--- src/rtl/audio_lock_pkg.sv ---
package audio_lock_pkg;

    typedef struct packed {
        logic pll;
        logic dec;
        logic nonpcm;
        logic burst;
    } rx_stat_t;

    localparam int unsigned RX_STAT_W = $bits(rx_stat_t);

    typedef struct packed {
        logic lock;
        logic pcm_det;
        logic pll;
        logic dec;
        logic pcm_ok;
    } lock_state_t;

endpackage

--- src/rtl/status_sync.sv ---
module status_sync #(
    parameter int unsigned WIDTH  = 4,
    parameter int unsigned STAGES = 2
) (
    input  logic             clk,
    input  logic             rst_n,
    input  logic [WIDTH-1:0] async_in,
    output logic [WIDTH-1:0] sync_out
);
    localparam int unsigned LAST = STAGES - 1;

    logic [WIDTH-1:0] stage_q [STAGES];
    logic [WIDTH-1:0] stage_d [STAGES];

    always_comb begin
        stage_d[0] = async_in;
        for (int i = 1; i < STAGES; i++) begin
            stage_d[i] = stage_q[i-1];
        end
    end

    generate
        for (genvar g = 0; g < STAGES; g++) begin : g_stage
            always_ff @(posedge clk) begin
                if (!rst_n) stage_q[g] <= '0;
                else        stage_q[g] <= stage_d[g];
            end
        end
    endgenerate

    assign sync_out = stage_q[LAST];
endmodule

--- src/rtl/lock_combine.sv ---
module lock_combine
    import audio_lock_pkg::*;
(
    input  logic        clk,
    input  logic        rst_n,
    input  rx_stat_t    stat_s,
    input  logic        cfg_lock_only,
    output lock_state_t state_q
);
    lock_state_t state_d;

    always_comb begin
        logic both_locked;
        logic audio_ok;
        both_locked      = stat_s.pll & stat_s.dec;
        audio_ok         = ~stat_s.nonpcm & ~stat_s.burst;
        state_d.pll      = stat_s.pll;
        state_d.dec      = stat_s.dec;
        state_d.pcm_ok   = ~stat_s.nonpcm;
        state_d.pcm_det  = audio_ok;
        state_d.lock     = cfg_lock_only ? both_locked : (both_locked & audio_ok);
    end

    always_ff @(posedge clk) begin
        if (!rst_n) state_q <= '0;
        else        state_q <= state_d;
    end
endmodule

--- src/rtl/mute_gate.sv ---
module mute_gate #(
    parameter int unsigned SAMPLE_W = 24
) (
    input  logic                clk,
    input  logic                rst_n,
    input  logic                pass_en,
    input  logic                valid_in,
    input  logic [SAMPLE_W-1:0] left_in,
    input  logic [SAMPLE_W-1:0] right_in,
    output logic                valid_out,
    output logic [SAMPLE_W-1:0] left_out,
    output logic [SAMPLE_W-1:0] right_out
);
    typedef struct packed {
        logic                valid;
        logic [SAMPLE_W-1:0] left;
        logic [SAMPLE_W-1:0] right;
    } gate_t;

    gate_t gate_d, gate_q;

    always_comb begin
        gate_d       = gate_q;
        gate_d.valid = valid_in;
        if (valid_in) begin
            gate_d.left  = pass_en ? left_in  : '0;
            gate_d.right = pass_en ? right_in : '0;
        end
    end

    always_ff @(posedge clk) begin
        if (!rst_n) gate_q <= '0;
        else        gate_q <= gate_d;
    end

    assign valid_out = gate_q.valid;
    assign left_out  = gate_q.left;
    assign right_out = gate_q.right;
endmodule

--- src/rtl/audio_lock_gate.sv ---
module audio_lock_gate
    import audio_lock_pkg::*;
#(
    parameter int unsigned SAMPLE_W    = 24,
    parameter int unsigned SYNC_STAGES = 2
) (
    input  logic                clk,
    input  logic                rst_n,
    input  logic                pll_lock_in,
    input  logic                dec_lock_in,
    input  logic                nonpcm_in,
    input  logic                burst_in,
    input  logic                cfg_mute_bypass,
    input  logic                cfg_lock_only,
    input  logic                smp_valid_in,
    input  logic [SAMPLE_W-1:0] smp_left_in,
    input  logic [SAMPLE_W-1:0] smp_right_in,
    output logic                lock_out,
    output logic                pcm_det_out,
    output logic                smp_valid_out,
    output logic [SAMPLE_W-1:0] smp_left_out,
    output logic [SAMPLE_W-1:0] smp_right_out,
    output logic                st_pll_lock,
    output logic                st_dec_lock,
    output logic                st_pcm_valid
);
    rx_stat_t    stat_raw;
    rx_stat_t    stat_s;
    lock_state_t state_q;
    logic        pass_en;

    always_comb begin
        stat_raw.pll    = pll_lock_in;
        stat_raw.dec    = dec_lock_in;
        stat_raw.nonpcm = nonpcm_in;
        stat_raw.burst  = burst_in;
    end

    status_sync #(
        .WIDTH  (RX_STAT_W),
        .STAGES (SYNC_STAGES)
    ) u_sync (
        .clk      (clk),
        .rst_n    (rst_n),
        .async_in (stat_raw),
        .sync_out (stat_s)
    );

    lock_combine u_comb (
        .clk           (clk),
        .rst_n         (rst_n),
        .stat_s        (stat_s),
        .cfg_lock_only (cfg_lock_only),
        .state_q       (state_q)
    );

    // Hard mute: a strobe passes only with both locks registered or bypass set.
    assign pass_en = (state_q.pll & state_q.dec) | cfg_mute_bypass;

    mute_gate #(
        .SAMPLE_W (SAMPLE_W)
    ) u_gate (
        .clk       (clk),
        .rst_n     (rst_n),
        .pass_en   (pass_en),
        .valid_in  (smp_valid_in),
        .left_in   (smp_left_in),
        .right_in  (smp_right_in),
        .valid_out (smp_valid_out),
        .left_out  (smp_left_out),
        .right_out (smp_right_out)
    );

    assign lock_out     = state_q.lock;
    assign pcm_det_out  = state_q.pcm_det;
    assign st_pll_lock  = state_q.pll;
    assign st_dec_lock  = state_q.dec;
    assign st_pcm_valid = state_q.pcm_ok;
endmodule

--- config.mk ---
export PLATFORM = sky130hd
export DESIGN_NAME = audio_lock_gate
export DESIGN_NICKNAME = d
export VERILOG_FILES = /design/src/rtl/audio_lock_pkg.sv /design/src/rtl/status_sync.sv /design/src/rtl/lock_combine.sv /design/src/rtl/mute_gate.sv /design/src/rtl/audio_lock_gate.sv
export SDC_FILE = /design/constraint.sdc
export NUM_CORES = 1
export LEC_CHECK = 0
export ABC_AREA = 1
export ABC_CLOCK_PERIOD_IN_PS = 900
export BUFFER_PORTS_ARGS = -buffer_cell sky130_fd_sc_hd__buf_2
export CAP_MARGIN = 15
export CELL_PAD_IN_SITES_DETAIL_PLACEMENT = 0
export CELL_PAD_IN_SITES_GLOBAL_PLACEMENT = 1
export CORE_UTILIZATION = 29
export CTS_CLUSTER_DIAMETER = 80
export DETAILED_ROUTE_END_ITERATION = 10
export GPL_TIMING_DRIVEN = 1
export PLACE_DENSITY = 0.78
export SETUP_SLACK_MARGIN = 0.5
export SKIP_CTS_REPAIR_TIMING = 1
export SYNTH_ARGS = -nofsm -noshare
export SYNTH_HDL_FRONTEND = slang
export SYNTH_HIERARCHICAL = 1
export SYNTH_SLANG_ARGS = --single-unit
--- constraint.sdc ---
create_clock -name clk -period 0.9 [get_ports clk]
set_input_delay 0.045 -clock clk [delete_from_list [all_inputs] [get_ports clk]]
set_output_delay 0.045 -clock clk [all_outputs]
set_load 0.03 [all_outputs]
Word level (Yosys, flattened, before mapping)
Memory sizes are Yosys's and may differ from the RTL's.
Cells that the tools add are included.
W data, S select, Z words.
Cells by class
  shift operators: 0
  multiply operators: 0
  equality and inequality tests: 0
  divide/modulo/power cells: 0
  add/sub/neg operators: 0
  multiplexer cells: 7
  bitwise operators: 9
  order comparisons: 0
  reductions and logical operators: 0
Operators with widths (count)
  $mux W24: 2
  $mux W4: 2
  $and A1 B1 Y1: 4
  $mux W1: 3
  $or A1 B1 Y1: 3
  $not A1 Y1: 2
Storage, ports and cells
  word-level logic and storage cells: 25
  memories kept: 1
  memory bits (writable): 8
  output and inout port bits: 54
  input bits: 57
  latch bits: 0
  memory bits (read-only): 0
  bits in registers: 54
Memories
  u_sync.stage_q: words 2, width 4, read ports 2, clocked after Yosys merged registers in 0, write ports 2, RTL line status_sync.sv:12  | logic [WIDTH-1:0] stage_q [STAGES];

Longest topological paths before layout
  depth in word-level cells: 4
  mapped depth: 6
  gate-level depth less buffers: 4

Cells and area by module
The synthesis kept the hierarchy.
Modules (own cells, without submodules)
  mute_gate: cells each 218, area each 1955.6 sq um, sequential area each 980.9 sq um, instances 1
  status_sync: cells each 25, area each 225.2 sq um, sequential area each 160.2 sq um, instances 1
  lock_combine: cells each 16, area each 148.9 sq um, sequential area each 100.1 sq um, instances 1
  audio_lock_gate: cells each 3, area each 11.3 sq um, sequential area each 0.0 sq um, instances 1

Worst setup path after synthesis
Ideal clock, no wire load.
  kind: reg-to-reg
  from: reg u_comb/state_q[2] (netlist name)
  to: reg u_gate.gate_q (netlist bit u_gate/left_out[12])
  setup time: 0.066 ns
  period minus slack after synthesis: 1.235 ns
  cell stages (with the launch flop): 7
  data required time: 0.834 ns
  arrival: 1.169 ns
  buffers on the path: 2
  slack: -0.335 ns
  path through: dfxtp_1 nand2_1 nand2_1 buf_4 clkbuf_4 nand3_1 a21oi_2
Between the ends
  longest elaborated chain between the ends: 3
RTL lines
  $and A1 B1 Y1: RTL line audio_lock_gate.sv:58  | assign pass_en = (state_q.pll & state_q.dec) | cfg_mute_bypass;
  $or A1 B1 Y1: RTL line audio_lock_gate.sv:58
  via pass_en: RTL line audio_lock_gate.sv:30  | logic pass_en;
  $mux W24: RTL line mute_gate.sv:26  | gate_d.left = pass_en ? left_in : '0;
  end signal, assigned: RTL line mute_gate.sv:33  | else gate_q <= gate_d;
  end, declared: RTL line mute_gate.sv:20  | gate_t gate_d, gate_q;
The timed path passes the listed nets, and every way through them passes these cells.
A chain may end at the register's enable or synchronous reset.

Worst setup path in the final report
  from: reg u_comb/state_q[2] (netlist name)
  to: reg u_gate.gate_q (netlist bit u_gate/right_out[17])
Between the ends
  longest elaborated chain between the ends: 3
RTL lines
  $and A1 B1 Y1: RTL line audio_lock_gate.sv:58
  $or A1 B1 Y1: RTL line audio_lock_gate.sv:58
  via pass_en: RTL line audio_lock_gate.sv:30
  $mux W24: RTL line mute_gate.sv:27  | gate_d.right = pass_en ? right_in : '0;
The timed path passes the listed nets, and every way through them passes these cells.

==> key figures <==
Detailed routing
  – Via count: around 2200
  – DRC viols: 0
  – DR WL/cell: roughly 14 um
  – Vias/cell: approximately 4.5
  – Post-DRT Antenna Nets: 0
  – Total routed wirelength: approximately 6.8 mm
  – Drt first pass iters: 4
  – Iteration-0 DRC Markers: 46

Place
  – Placed inst area: 0.003193 mm^2
  – Post-DP HPWL: around 4.0 mm
  – Dpl ws: -0.09868 ns
  – IO buf count: 110
  – Routability congestion estimate: 0.6714
  – Dpl cells: 464

Synth
  – Sequential element share of the synthesized area: 0.5302
  – YS warnings: 6
  – Top_reg_cell synth: dfxtp_1
  – Mapped Avg Cell Area: around 8.9 um^2
  – Synth unique cells: 17
  – Top-count cell post-synth: dfxtp_1
  – Post-synth net total: 319
  – Mapped Area: about 0.0023 mm^2
  – Synth cell count leaders: dfxtp_1, nand3_1, nand2_1
  – #FFs+latches synth: 62
  – Cell count after synthesis: 262
  – Async SR Flop Fraction: 0
  – Post-synth top area cell: dfxtp_1
  – Largest cells by area after synthesis: dfxtp_1, nand3_1, a21oi_2
  – Post-synth EDFFs: 0
  – Post-synth top area share: 0.5302

STA
  – Clk_skew: about 0.0054 ns
  – Final WS setup: -0.1276 ns
  – Max Slew Vio Count: 0
  – RSZ-0062 raised after global routing: yes
  – Final hold vios: between 50 and 60
  – Setup violators final: 50
  – Crit share post-route: 1.142
  – Max Clk Rate: just under 1 GHz
  – Minimum clock period: 1.028 ns
  – Relative slew slack: 0.8389
  – Worst Hold Margin: -0.1142 ns
  – Worst Max-Slew Pin Slew: around 0.24 ns

Critical path
  – Critical path required time: about 1.2 ns
  – WP data arrival: 1.28 ns
  – Reg-to-Reg Start: u_comb/state_q[2]
  – FF-to-FF setup slack: -0.13 ns
  – R2r endpoint: u_gate/right_out[17]
  – Peak fanout along the critical path: 10
  – CP Class: reg2reg
  – Crit path launch type: register
  – Worst Reg-to-Reg Cells: 5
  – Crit end category: register

Clock network
  – Bufs on Longest Clock Path: 2
  – CTS tree: done
  – Reg clk slew, reported paths: about 0.07 ns
  – CTS Buf Count: 9
  – Number of H-tree levels: 3
  – Root buf cell: clkbuf_8
  – Clock latency on the worst-skew pair: ~0.33 ns
  – CTS sink count: between 60 and 70

Finish
  – Synth-to-layout area growth: 72.85%
  – Final core utilization: 0.5209
  – Share of layout cells above drive strength 1: 0.7020
  – Finished Layout Cells: 498
  – Design area: 0.004046 mm^2
  – NumNets Final: roughly 450
  – Antenna diode count: 0

Power
  – Leakage: between 0.0015 and 0.002 uW
  – VDD IR max: 688.4 uV
  – Power density cells: 1596 mW/mm^2

Floorplanning
  – Boundary Pins: around 110
  – Starting Density: 0.3014
  – Die W: 91.85 um
  – Chip height: ~90 um
  – DIE AREA: about 0.0084 mm^2
  – Site Rows: 32
  – Total core area: 0.007767 mm^2

Hold path
  – Hold path endpoint: u_sync/stage_q[0][3]
  – Hold Path Class: in2reg
  – Worst hold stages: 3
  – Hold Path Origin: pll_lock_in

Global routing
  – Grt total ovfl: 0
  – Number of global-route vias before repair: 1985
  – First-pass GRT wire length: between 9 and 10 mm
  – Antenna violations before repair: 0
  – Tot GR Track Use: 0.1426
  – Largest net degree at the start of global routing: 40

Status
  – Failing checks: hold timing, setup timing
  – Status: complete, but fails checks

Run
  – Maxcap violations: 0
[power by group]
group	switching [uW]	leakage, uW	internal, uW	total [uW]
registers	75.8	0.000543	2790	2860
clock network	1110	0.000111	1430	2540
logic	566	0.00109	492	1060
[metrics by stage]
stage               TNS, ns  total power, uW
finish               -4.625             6459
global route         -7.683             6768
CTS                  -5.737             6280
detailed placement   -3.053             3729
global placement     -1.980             3720
floorplan            -3.490             3442
[flip-flops by register name (all words and copies together), names as in the netlist]
signal,flops
u_comb/state_q,5
u_gate/left_out,24
u_gate/right_out,24
u_gate/valid_out,1
u_sync/stage_q,8
[worst max path at each step]
stage                            from              endpoint  slack, ns  cells past startpoint
global placement    u_comb/state_q[2]   u_gate/right_out[1]      -0.08                      5
finish              u_comb/state_q[2]  u_gate/right_out[17]      -0.13                      5
CTS                 u_comb/state_q[1]           st_dec_lock      -0.14                      2
floorplan           u_comb/state_q[2]    u_gate/left_out[7]      -0.13                      6
global route        u_comb/state_q[1]  u_gate/right_out[10]      -0.19                      5
detailed placement  u_comb/state_q[2]   u_gate/left_out[22]       -0.1                      5
[critical path, stage by stage (launching register included)]
cell and delay, ns:
dfxtp_4 0.36, nand2_4 0.06, nand2_8 0.13, clkbuf_16 0.18, nand3_1 0.08, a21oi_1 0.13
[cell families (layout without fill, tap and decap cells)]
| logic type | after synthesis | in the layout | share of synthesized area |
|---|---|---|---|
| DFF | 62 | 62 | 0.5302 |
| AOI/OAI and AO/OA | 48 | 48 | 0.1347 |
| buffers and inverters | 37 | 171 | 0.1005 |
| and+or+nand+nor | 115 | 115 | 0.2346 |
[routing by layer]
metal  up-vias  global-route usage  wire [um]
met5         -                   0          0
met4         0             0.06641        104
met3         8             0.05058        479
met2        81              0.2201       3166
met1      1035              0.1769       3029
li1       1116                   -          -
[layout by cell type, fill, tap and decap left out, types with 6 or more instances in the layout]
| cell | netlist | layout |
|---|---|---|
| clkbuf_8 | 0 | 9 |
| dfxtp_4 | 0 | 41 |
| a21oi_2 | 20 | 28 |
| buf_4 | 2 | 20 |
| inv_1 | 14 | 13 |
| nand2_2 | 20 | 22 |
| nand2_1 | 41 | 37 |
| dfxtp_2 | 0 | 15 |
| buf_2 | 11 | 57 |
| a21oi_1 | 28 | 20 |
| dfxtp_1 | 62 | 6 |
| nand3_2 | 0 | 10 |
| buf_6 | 3 | 54 |
| nand3_1 | 49 | 38 |
[layout make-up]
| type | count | area, um^2 |
|---|---|---|
| multi-input cells | 163 | 992.2 |
| clock buffers | 10 | 148.9 |
| clock inverters | 6 | 58.81 |
| repair buffers | 140 | 1244 |
| fillers | 712 | 3721 |
| well taps | 102 | 127.6 |
| inverters | 15 | 61.31 |
| flip-flops and latches | 62 | 1414 |
Note: power is estimated with default switching activity, not from simulation.
